### config.mk
export PLATFORM = sky130hd
export DESIGN_NAME = thrSerialLoader
export DESIGN_NICKNAME = d
export VERILOG_FILES = /design/src/rtl/thrLoaderPkg.sv /design/src/rtl/cfgCtrl.sv /design/src/rtl/cfgShift.sv /design/src/rtl/thrSerialLoader.sv
export SDC_FILE = /design/constraint.sdc
export NUM_CORES = 1
export LEC_CHECK = 0
export ABC_AREA = 1
export BUFFER_PORTS_ARGS = -buffer_cell sky130_fd_sc_hd__clkbuf_2
export CAP_MARGIN = 10
export CORE_ASPECT_RATIO = 0.5
export CORE_MARGIN = 2
export CORE_UTILIZATION = 40
export CTS_CLUSTER_DIAMETER = 100
export DETAILED_ROUTE_END_ITERATION = 12
export GPL_TIMING_DRIVEN = 0
export PLACE_DENSITY = 0.69
export SLEW_MARGIN = 10
export SYNTH_ARGS = -nofsm -noshare
export SYNTH_HDL_FRONTEND = slang
export SYNTH_SLANG_ARGS = --single-unit
### constraint.sdc
create_clock -name clk -period 4 [get_ports clk]
set_clock_uncertainty 0.1 [all_clocks]
set_input_delay 1 -clock clk [delete_from_list [all_inputs] [get_ports clk]]
set_output_delay 1 -clock clk [all_outputs]
set_load 0.005 [all_outputs]
### src/rtl/thrLoaderPkg.sv
package thrLoaderPkg;

  // Strobes from the sequencer to the shift datapath
  typedef struct packed {
    logic captureCodes;  // latch host codes
    logic loadWrite;     // load a DAC write frame for chSel
    logic loadFire;      // load the test-pulse command frame
    logic shiftBit;      // advance to next bit (with falling sclk)
    logic riseClk;       // drive sclk high
    logic fallClk;       // drive sclk low
    logic pulseLoad;     // raise the frame strobe for one cycle
  } strobeT;

  localparam logic [1:0] FIRE_OPCODE = 2'b10;
  localparam int FIRE_BITS = 2;

endpackage

### src/rtl/cfgCtrl.sv
module cfgCtrl
  import thrLoaderPkg::*;
#(
  parameter int NUM_CH  = 4,
  parameter int FRAME_W = 12,
  parameter int CLK_DIV = 4
) (
  input  logic                      clk,
  input  logic                      rstN,
  input  logic                      wrAllReq,
  input  logic                      fireReq,
  output logic                      busy,
  output logic                      done,
  output logic [$clog2(NUM_CH)-1:0] chSel,
  output strobeT                    stb
);
  localparam int CH_W  = $clog2(NUM_CH);
  localparam int DIV_W = $clog2(CLK_DIV);
  localparam int CNT_W = $clog2(FRAME_W);
  localparam int HALF  = CLK_DIV / 2;

  typedef enum logic [1:0] {S_IDLE, S_SHIFT, S_LOAD} stateT;

  stateT            state;
  logic [DIV_W-1:0] divCnt;
  logic [CNT_W-1:0] bitsLeft;
  logic [CH_W-1:0]  chCnt;
  logic             isFire;

  assign busy  = (state != S_IDLE);
  assign chSel = (state == S_IDLE) ? '0 : chCnt + 1'b1;

  always_comb begin
    stb = '0;
    case (state)
      S_IDLE: begin
        if (wrAllReq) begin            // write wins over fire
          stb.captureCodes = 1'b1;
          stb.loadWrite    = 1'b1;
        end else if (fireReq) begin
          stb.loadFire = 1'b1;
        end
      end
      S_SHIFT: begin
        if (divCnt == DIV_W'(HALF - 1)) stb.riseClk = 1'b1;
        if (divCnt == DIV_W'(CLK_DIV - 1)) begin
          stb.fallClk = 1'b1;
          if (bitsLeft == '0) stb.pulseLoad = 1'b1;
          else                stb.shiftBit  = 1'b1;
        end
      end
      S_LOAD: begin
        if (!isFire && chCnt != CH_W'(NUM_CH - 1)) stb.loadWrite = 1'b1;
      end
      default: ;
    endcase
  end

  always_ff @(posedge clk) begin
    if (!rstN) begin
      state    <= S_IDLE;
      divCnt   <= '0;
      bitsLeft <= '0;
      chCnt    <= '0;
      isFire   <= 1'b0;
      done     <= 1'b0;
    end else begin
      done <= 1'b0;
      if (stb.loadWrite || stb.loadFire) begin
        state    <= S_SHIFT;
        divCnt   <= '0;
        bitsLeft <= stb.loadFire ? CNT_W'(FIRE_BITS - 1) : CNT_W'(FRAME_W - 1);
        isFire   <= stb.loadFire;
        chCnt    <= chSel;
      end else begin
        case (state)
          S_SHIFT: begin
            divCnt <= (divCnt == DIV_W'(CLK_DIV - 1)) ? '0 : divCnt + 1'b1;
            if (stb.fallClk) begin
              if (bitsLeft == '0) state <= S_LOAD;
              else                bitsLeft <= bitsLeft - 1'b1;
            end
          end
          S_LOAD: begin
            state <= S_IDLE;
            done  <= 1'b1;
          end
          default: ;
        endcase
      end
    end
  end

  // done only with busy low, and every job end gives done
  p_done_idle_r6: assert property (@(posedge clk) disable iff (!rstN)
    done |-> !busy);
  p_end_flags_done_r6: assert property (@(posedge clk) disable iff (!rstN)
    $fell(busy) |-> done);
  // a job only starts from a host request seen while idle
  p_start_on_req_r7: assert property (@(posedge clk) disable iff (!rstN)
    $rose(busy) |-> $past(wrAllReq || fireReq));
  // simultaneous requests start a write job
  p_write_wins_r8: assert property (@(posedge clk) disable iff (!rstN)
    (!busy && wrAllReq && fireReq) |=> (busy && !isFire));

endmodule

### src/rtl/cfgShift.sv
module cfgShift
  import thrLoaderPkg::*;
#(
  parameter int NUM_CH  = 4,
  parameter int CODE_W  = 10,
  parameter int CLK_DIV = 4
) (
  input  logic                       clk,
  input  logic                       rstN,
  input  strobeT                     stb,
  input  logic [$clog2(NUM_CH)-1:0]  chSel,
  input  logic [NUM_CH*CODE_W-1:0]   thrCodes,
  output logic                       sclk,
  output logic                       sdata,
  output logic                       sload
);
  localparam int CH_W    = $clog2(NUM_CH);
  localparam int FRAME_W = CH_W + CODE_W;
  localparam int HALF    = CLK_DIV / 2;
  localparam int HI_W    = $clog2(CLK_DIV + 1);

  logic [CODE_W-1:0]  inCode  [NUM_CH];
  logic [CODE_W-1:0]  codeReg [NUM_CH];
  logic [FRAME_W-1:0] shReg;
  logic [CODE_W-1:0]  selCode;

  for (genvar g = 0; g < NUM_CH; g++) begin : g_chan
    assign inCode[g] = thrCodes[g*CODE_W +: CODE_W];
    always_ff @(posedge clk) begin
      if (!rstN)                 codeReg[g] <= '0;
      else if (stb.captureCodes) codeReg[g] <= inCode[g];
    end
  end

  // first frame of a job takes the code straight from the host bus
  assign selCode = stb.captureCodes ? inCode[chSel] : codeReg[chSel];
  assign sdata   = shReg[FRAME_W-1];

  always_ff @(posedge clk) begin
    if (!rstN) begin
      shReg <= '0;
      sclk  <= 1'b0;
      sload <= 1'b0;
    end else begin
      if (stb.loadWrite)     shReg <= {chSel, selCode};
      else if (stb.loadFire) shReg <= {FIRE_OPCODE, {(FRAME_W-2){1'b0}}};
      else if (stb.shiftBit) shReg <= {shReg[FRAME_W-2:0], 1'b0};
      if (stb.riseClk)      sclk <= 1'b1;
      else if (stb.fallClk) sclk <= 1'b0;
      sload <= stb.pulseLoad;
    end
  end

  // cycles spent high, for the phase-width check
  logic [HI_W-1:0] hiCnt;
  always_ff @(posedge clk) begin
    if (!rstN)     hiCnt <= '0;
    else if (sclk) hiCnt <= hiCnt + 1'b1;
    else           hiCnt <= '0;
  end

  // data held across each rising edge, high phase of fixed width
  p_data_setup_r4: assert property (@(posedge clk) disable iff (!rstN)
    $rose(sclk) |-> $stable(sdata));
  p_high_width_r4: assert property (@(posedge clk) disable iff (!rstN)
    $fell(sclk) |-> (hiCnt == HI_W'(CLK_DIV - HALF)));
  // strobe with clock low, exactly one cycle long
  p_strobe_clk_low_r3: assert property (@(posedge clk) disable iff (!rstN)
    sload |-> !sclk);
  p_strobe_single_r3: assert property (@(posedge clk) disable iff (!rstN)
    sload |=> !sload);

endmodule

### src/rtl/thrSerialLoader.sv
module thrSerialLoader
  import thrLoaderPkg::*;
#(
  parameter int NUM_CH  = 4,
  parameter int CODE_W  = 10,
  parameter int CLK_DIV = 4
) (
  input  logic                     clk,
  input  logic                     rstN,
  input  logic                     wrAllReq,
  input  logic                     fireReq,
  input  logic [NUM_CH*CODE_W-1:0] thrCodes,
  output logic                     busy,
  output logic                     done,
  output logic                     sclk,
  output logic                     sdata,
  output logic                     sload
);
  localparam int CH_W    = $clog2(NUM_CH);
  localparam int FRAME_W = CH_W + CODE_W;

  strobeT          stb;
  logic [CH_W-1:0] chSel;

  cfgCtrl #(.NUM_CH(NUM_CH), .FRAME_W(FRAME_W), .CLK_DIV(CLK_DIV)) uCtrl (
    .clk(clk), .rstN(rstN), .wrAllReq(wrAllReq), .fireReq(fireReq),
    .busy(busy), .done(done), .chSel(chSel), .stb(stb)
  );

  cfgShift #(.NUM_CH(NUM_CH), .CODE_W(CODE_W), .CLK_DIV(CLK_DIV)) uShift (
    .clk(clk), .rstN(rstN), .stb(stb), .chSel(chSel), .thrCodes(thrCodes),
    .sclk(sclk), .sdata(sdata), .sload(sload)
  );

endmodule

==> impl_results.md, run 1 <==
* Total grt overflow at 0
* Hold_buf cts at 0
* CTS max path bufs at 2
* Pwr/cell area at roughly 700 mW/mm²
* Largest net degree at the start of global routing at 35
* Global-route wire length before repair at 15,200 µm
* Floorplan core area at around 0.009 mm²
* Final Max Slew Viols at 0
* Final period util at 58.8%
* HPWL after detailed placement at roughly 6600 µm
* Total Neg Setup Slack at 0 ns
* Initial antenna violation count at 0
* R2R cell count at 10
* Worst hold stages at 2
* Top cells by area, synth: edfxtp_1 (33%), nand2_1 (16%), dfxtp_1 (14%)
* Most used standard cell by instance count after synthesis: nand2_1
* Post-layout min period at between 2 and 2.5 ns
* Clk_lat worst skew at 0.34 ns
* Post-cts sizing count at 0
* CP Max Fanout at 4
* Reg2Reg Setup Slack at about 1.9 ns
* Initial core utilization at around two fifths
* Fraction of registers with async set/reset at 0%
* PortBufs at between 40 and 50
* # nets final at 636
* Area leader, netlist: edfxtp_1
* TritonCTS buffer count at 9
* Area Overhead vs Synth at 17.9%
* Die Y at 71.8 µm
* Fmax at between 400 and 500 MHz
* Placer Congestion at between 0.8 and 0.9
* Pwr Total at roughly 0.0030 W
* Drt via density at between 4 and 5
* Vias in the first global route at 3,258
* GRT Util Overall at between 15 and 20%
* Post-synth EDFFs at 40
* RSZ-0062 raised after global routing: no
* # DRC at 0
* DRT iter0 DRCs at approximately 270
* Root buffer cell: clkbuf_16
* Worst Hold Path EP: uShift.shReg[11]
* Clock Sinks at 66
* H-tree depth at 3
* Hold_sp: uShift.shReg[11]
* Max-slew headroom at between 60% and 70%
* Pleak at ~2.2 nW
* Mapped Area at between 0.003 and 0.004 mm²
* CTS tree: yes
* Antenna viol nets, final at 0
* Worst R2R End: uShift.shReg[2]
* Die width at 140 µm
* Worst Setup Path Type: flip-flop to primary output
* Kind of capture point of the worst setup path: primary output
* Peak supply drop at ~0.28 mV
* Req. time, crit path at just under 3 ns
* Slew @ Worst Pin at between 0.5 and 0.6 ns
* Final setup vio count at 0
* WP data arrival at 1.25 ns
* Startpoint Class: flip-flop
* Pre-Repair DR Iteration Count at 5
* Status: complete, no violations
* Antenna Cells at 0
* Hold Vio Cnt, Final at 0
* Rows at 24
* Routed WL per cell at 12.8 µm
* Synth top area share at about a third
* Setup bufs post-CTS at 0
* Critical R2R Launch: uCtrl.state[0]
* Total number of vias at ~3,300
* Average instance area after synthesis at 7.01 µm²
* Ys Warns at 0
* Sequential area share after synthesis at 46.8%
* Fraction of layout cells with a size suffix above 1 at approximately an eighth
* Post-synthesis cell count at around 530
* Maxcap violations at 0
* Post-synth cell types at 19
* WL final at between 9000 and 10,000 µm
* Synth Register Bits at between 60 and 70
* Hold Crit Class: flip-flop to flip-flop
* Synthesized Nets at 577
* Worst-path clk slew at approximately 0.05 ns
* Top cells by count, synth: nand2_1 (157), inv_1 (114), nor2_1 (57), nand3_1 (54), edfxtp_1 (40)
* Ys flop type: edfxtp_1
* I/O pin count at between 40 and 50
* Die ar. at approximately 0.010 mm²
-- placed cells by master, fill, tap and decap left out --
cell / n
a21oi_1: 20
buf_12: 1
buf_2: 9
buf_4: 3
clkbuf_1: 13
clkbuf_16: 9
clkbuf_2: 47
clkinv_1: 3
clkinvlp_4: 1
dfxtp_1: 26
edfxtp_1: 40
ha_1: 8
inv_1: 114
inv_2: 1
nand2_1: 156
nand2_2: 1
nand3_1: 54
nor2_1: 57
nor2_2: 1
nor2_4: 1
nor3_1: 2
o21ai_0: 17
o22ai_1: 1
or2_2: 2
xor2_1: 2
-- metrics by stage --
step | util [%] | area (µm²) | setup WS [ns] | std cells | hold slack, ns
after floorplan | - | 3680 | 1.42 | 525 | 0.356
after global routing | 49.2 | 4340 | 1.59 | 706 | 0.390
after global placement | 46.0 | 4060 | 0.781 | 689 | 0.354
after detailed placement | 46.3 | 4090 | 1.55 | 690 | 0.358
after CTS | 49.2 | 4340 | 1.64 | 706 | 0.365
final | 49.2 | 4340 | 1.65 | 706 | 0.362
-- worst max-delay path: stages (launching register included) --
cell,delay [ns]
dfxtp_1,0.36
inv_1,0.07
ha_1,0.25
inv_1,0.12
clkbuf_2,0.12
-- metal layers --
metal / GRT usage (%) / wire, µm / up-vias
met4: 8.00 / 184 / 0
li1: - / - / 1711
met1: 26.2 / 4210 / 1529
met5: 0 / 0 / -
met3: 4.88 / 518 / 16
met2: 31.2 / 4110 / 80
-- registers in the layout, indices dropped and copies added, names as in the netlist --
signal,cells
uCtrl.bitsLeft,4
uShift.shReg,12
uShift.sclk,1
uShift.codeReg,40
uCtrl.chCnt,2
uShift.sload,1
uCtrl.state,2
uCtrl.divCnt,2
uCtrl.isFire,1
uCtrl.done,1
-- worst max path at each step --
stage / cells past startpoint / from / end / slack, ns
final: 4 / uCtrl.state[0] / busy / 1.65
after global routing: 4 / uCtrl.state[0] / busy / 1.59
after CTS: 4 / uCtrl.state[0] / busy / 1.64
after detailed placement: 6 / rstN / uShift.shReg[5] / 1.55
after global placement: 2 / rstN / uShift.codeReg[2][3] / 0.78
after floorplan: 2 / rstN / uShift.codeReg[0][0] / 1.42
-- report_power, final --
part           internal [W]  switching [W]  total (W)
combinational      0.000440       0.000905    0.00134
sequential         0.000931      0.0000677   0.000999
clock              0.000413       0.000280   0.000693
total               0.00178        0.00125    0.00304
-- cells by family (layout without fill, tap and decap cells) --
kind of cell / Yosys count / count (layout) / synth area share (%)
and+or+nand+nor: 274 / 274 / 30.3
buffers and inverters: 137 / 201 / 14.6
AOI/OAI and AO/OA: 38 / 38 / 5.20
adders and majority gates: 8 / 8 / 2.72
xor gates and xnor gates: 2 / 2 / 0.476
DFF: 66 / 66 / 46.8
-- layout make-up --
| cell class | instances | area (µm²) |
|---|---|---|
| inverter | 115 | 432 |
| tap | 117 | 146 |
| clock buffer | 12 | 236 |
| multi-input combinational | 322 | 1430 |
| fill | 917 | 4490 |
| clock inverter | 4 | 18.8 |
| timing repair buffer | 48 | 255 |
| buffer | 22 | 105 |
| sequential | 66 | 1720 |
Note: power is estimated with default switching activity, not from simulation.
==> inputs of run 2 (changes only) <==
PLACE_DENSITY = 0.71   (was 0.69)
clock period = 1.9 ns   (was 4 ns; I/O delays follow)
==> run 2 against run 1 <==
Effect of this change:
- via count about the same
- global-route usage decreased by 0.31 points
- non-clock buffer count increased by 3
- count of clock-buffer cells in the layout is 1 lower
- power grew 130%
- highest routed layer unchanged
- sequential share of layout area shrank 1.4 points
- critical path type is now flip-flop to flip-flop
- combinational power grew 130%
- die area unchanged
- core utilization up 1.8 points
- critical path depth up 7
- cell count is 0.42% higher
==> impl_results.md, run 2 (synthesis gave the netlist of run 1 again) <==
* Worst Setup Path Type: flip-flop to flip-flop (was flip-flop to primary output)
* Biggest regs: uShift.codeReg: 40 flops, uShift.shReg: 12 flops, uCtrl.bitsLeft: 4 flops (unchanged)
* Place WS at -0.249 ns (was 1.55 ns)
* Total grt overflow at 0 (unchanged)
* Rows at 24 (unchanged)
* CTS max path bufs at 2 (unchanged)
* Placer Congestion at 0.945 (was 0.888)
* Vias in the first global route at 3,160 (was 3,258)
* Commonest non-fill, non-tap cell in the layout: nand2_1 (unchanged)
* Clock Sinks at 66 (unchanged)
* Pre-Repair DR Iteration Count at 4 (was 5)
* Reg with most FFs: uShift.codeReg (unchanged)
* Hold Crit Class: primary input to flip-flop (was flip-flop to flip-flop)
* Worst-path clk slew at 0.06 ns (was 0.05 ns)
* I/O pin count at 49 (unchanged)
* CP Max Fanout at 10 (was 4)
* Largest stage delay on the critical path at 0.35 ns (was 0.36 ns)
* Reg2Reg Setup Slack at 0.09 ns (was 1.90 ns)
* Hold Vio Cnt, Final at 0 (unchanged)
* DRT iter0 DRCs at 251 (was 271)
* Root buffer cell: clkbuf_16 (unchanged)
* Max-slew headroom at 62.6% (was 60.7%)
* Antenna Cells at 0 (unchanged)
* Final period util at 95.3%
* # DRC at 0 (unchanged)
* Die width at 140 µm (unchanged)
* Die Y at 71.8 µm (unchanged)
* Die ar. at 0.0100 mm² (unchanged)
* Floorplan core area at 0.00883 mm² (unchanged)
* Maxcap violations at 0 (unchanged)
* Largest delay contributor family on the critical path: simple AND/OR/NAND/NOR gates (was flip-flops)
* Final setup vio count at 0 (unchanged)
* Hold_sp: thrCodes[6] (was uShift.shReg[11])
* Initial antenna violation count at 0 (unchanged)
* Area Overhead vs Synth at 22.3% (was 17.9%)
* Routed WL per cell at 12.9 µm (was 12.8 µm)
* Fraction of layout cells with a size suffix above 1 at 17.2% (was 12.9%)
* Slowest stage cell, crit path: dfxtp_1 (unchanged)
* Total number of vias at 3,333 (was 3,336)
* Largest net degree at the start of global routing at 41 (was 35)
* Slew @ Worst Pin at 0.561 ns (was 0.590 ns)
* Total Neg Setup Slack at 0 ns (unchanged)
* Final Max Slew Viols at 0 (unchanged)
* Pleak at 2.34 nW (was 2.25 nW)
* # nets final at 639 (was 636)
* Req. time, crit path at 2.04 ns (was 2.90 ns)
* Critical Path Source: uCtrl.state[1] (was uCtrl.state[0])
* Min setup slack post-route at 0.0894 ns (was 1.65 ns)
* Leading cell types in the layout, fill and taps excluded: nand2_1 (152), inv_1 (114), nor2_1 (55), clkbuf_2 (53), nand3_1 (52) (was nand2_1 (156), inv_1 (114), nor2_1 (57), nand3_1 (54), clkbuf_2 (47))
* Kind of capture point of the worst setup path: flip-flop (was primary output)
* WP data arrival at 1.95 ns (was 1.25 ns)
* CTS tree: yes (unchanged)
* TritonCTS buffer count at 9 (unchanged)
* Max FFs per register at 40 (unchanged)
* Status: complete, no violations (unchanged)
* Layout Utilization at 51.0% (was 49.2%)
* Worst-path cell chain: inv_1, ha_1, nand2_1, inv_2, nand2_1, inv_1, nor2_4, buf_6, a21oi_1, nand2_1, inv_1 (was inv_1, ha_1, inv_1, clkbuf_2)
* Startpoint Class: flip-flop (unchanged)
* GRT Util Overall at 19.3% (was 19.7%)
* Initial core utilization at 41.7% (unchanged)
* Critical R2R Launch: uCtrl.state[1] (was uCtrl.state[0])
* WL final at 9170 µm (was 9030 µm)
* Pwr/cell area at 1550 mW/mm² (was 700 mW/mm²)
* Fmax at around 550 MHz
* Global-route wire length before repair at 14,900 µm (was 15,200 µm)
* Peak supply drop at 0.629 mV (was 0.279 mV)
* PortBufs at 47 (unchanged)
* Hold Worst Slack at 0.347 ns (was 0.362 ns)
* Antenna viol nets, final at 0 (unchanged)
* HPWL after detailed placement at 6460 µm (was 6570 µm)
* Post-layout min period at about 1.8 ns
* Clk_lat worst skew at 0.34 ns (about the same)
* H-tree depth at 3 (unchanged)
* Buf/Inv on CP at 5 (was 3)
* Drt via density at 4.70 (was 4.73)
==> run 2: cell count changes in the layout (fill, tap and decap cells not counted), moves of 4 or more <==
| cell | delta |
|---|---|
| buf_2 | -5 |
| buf_4 | +5 |
| buf_6 | +4 |
| nand2_1 | -4 |
| clkbuf_1 | -10 |
| clkbuf_2 | +6 |
==> run 2: routing by layer <==
metal / share of wire [%] / routed length (µm) / vias to the layer above / track usage [%]
met5: 0 / 0 / - / 0
met4: 1.9 / 170 / 0 / 7.56
met3: 7.4 / 681 / 17 / 5.88
met2: 46 / 4220 / 114 / 31.8
met1: 45 / 4100 / 1491 / 24.4
li1: - / - / 1711 / -
==> run 2: cell type report <==
class | instances | area [µm²]
fill | 873 | 4330
sequential | 66 | 1720
timing repair buffer | 51 | 265
tap | 117 | 146
clock inverter | 5 | 77.6
buffer | 22 | 148
clock buffer | 11 | 243
multi-input combinational | 322 | 1470
inverter | 115 | 432
==> run 2: worst min-delay path, cell delays in order <==
cell      delay (ns)
clkbuf_2        0.07
inv_1           0.04
nor2_1          0.08
==> run 2: timing repair <==
item                       in CTS  in global routing
hold buffers                    0                  0
buffers inserted                2                  2
resized for setup              10                 31
pin swaps                       0                  1
setup endpoints to repair      96                 61
==> run 2: path summary, 6_finish.rpt <==
check	end	cells after the start
max	uShift.shReg[6]	11
min	uShift.codeReg[0][6]	3
max reg2reg	uShift.shReg[6]	11
min reg2reg	uShift.sclk	2
==> run 2: metrics by stage <==
stage / total power [W] / cell area (µm²) / instances
6_report: 0.00699 / 4500 / 709
5_1_grt: 0.00751 / 4500 / 709
4_1_cts: 0.00679 / 4420 / 707
3_3_place_gp: 0.00484 / 4070 / 689
2_1_floorplan: 0.00412 / 3680 / 525
3_5_place_dp: 0.00489 / 4070 / 689
==> run 2: power by group <==
part	switching, W	internal [W]
clock	0.000619	0.00118
sequential	0.000151	0.00196
combinational	0.00198	0.00110
total	0.00275	0.00425
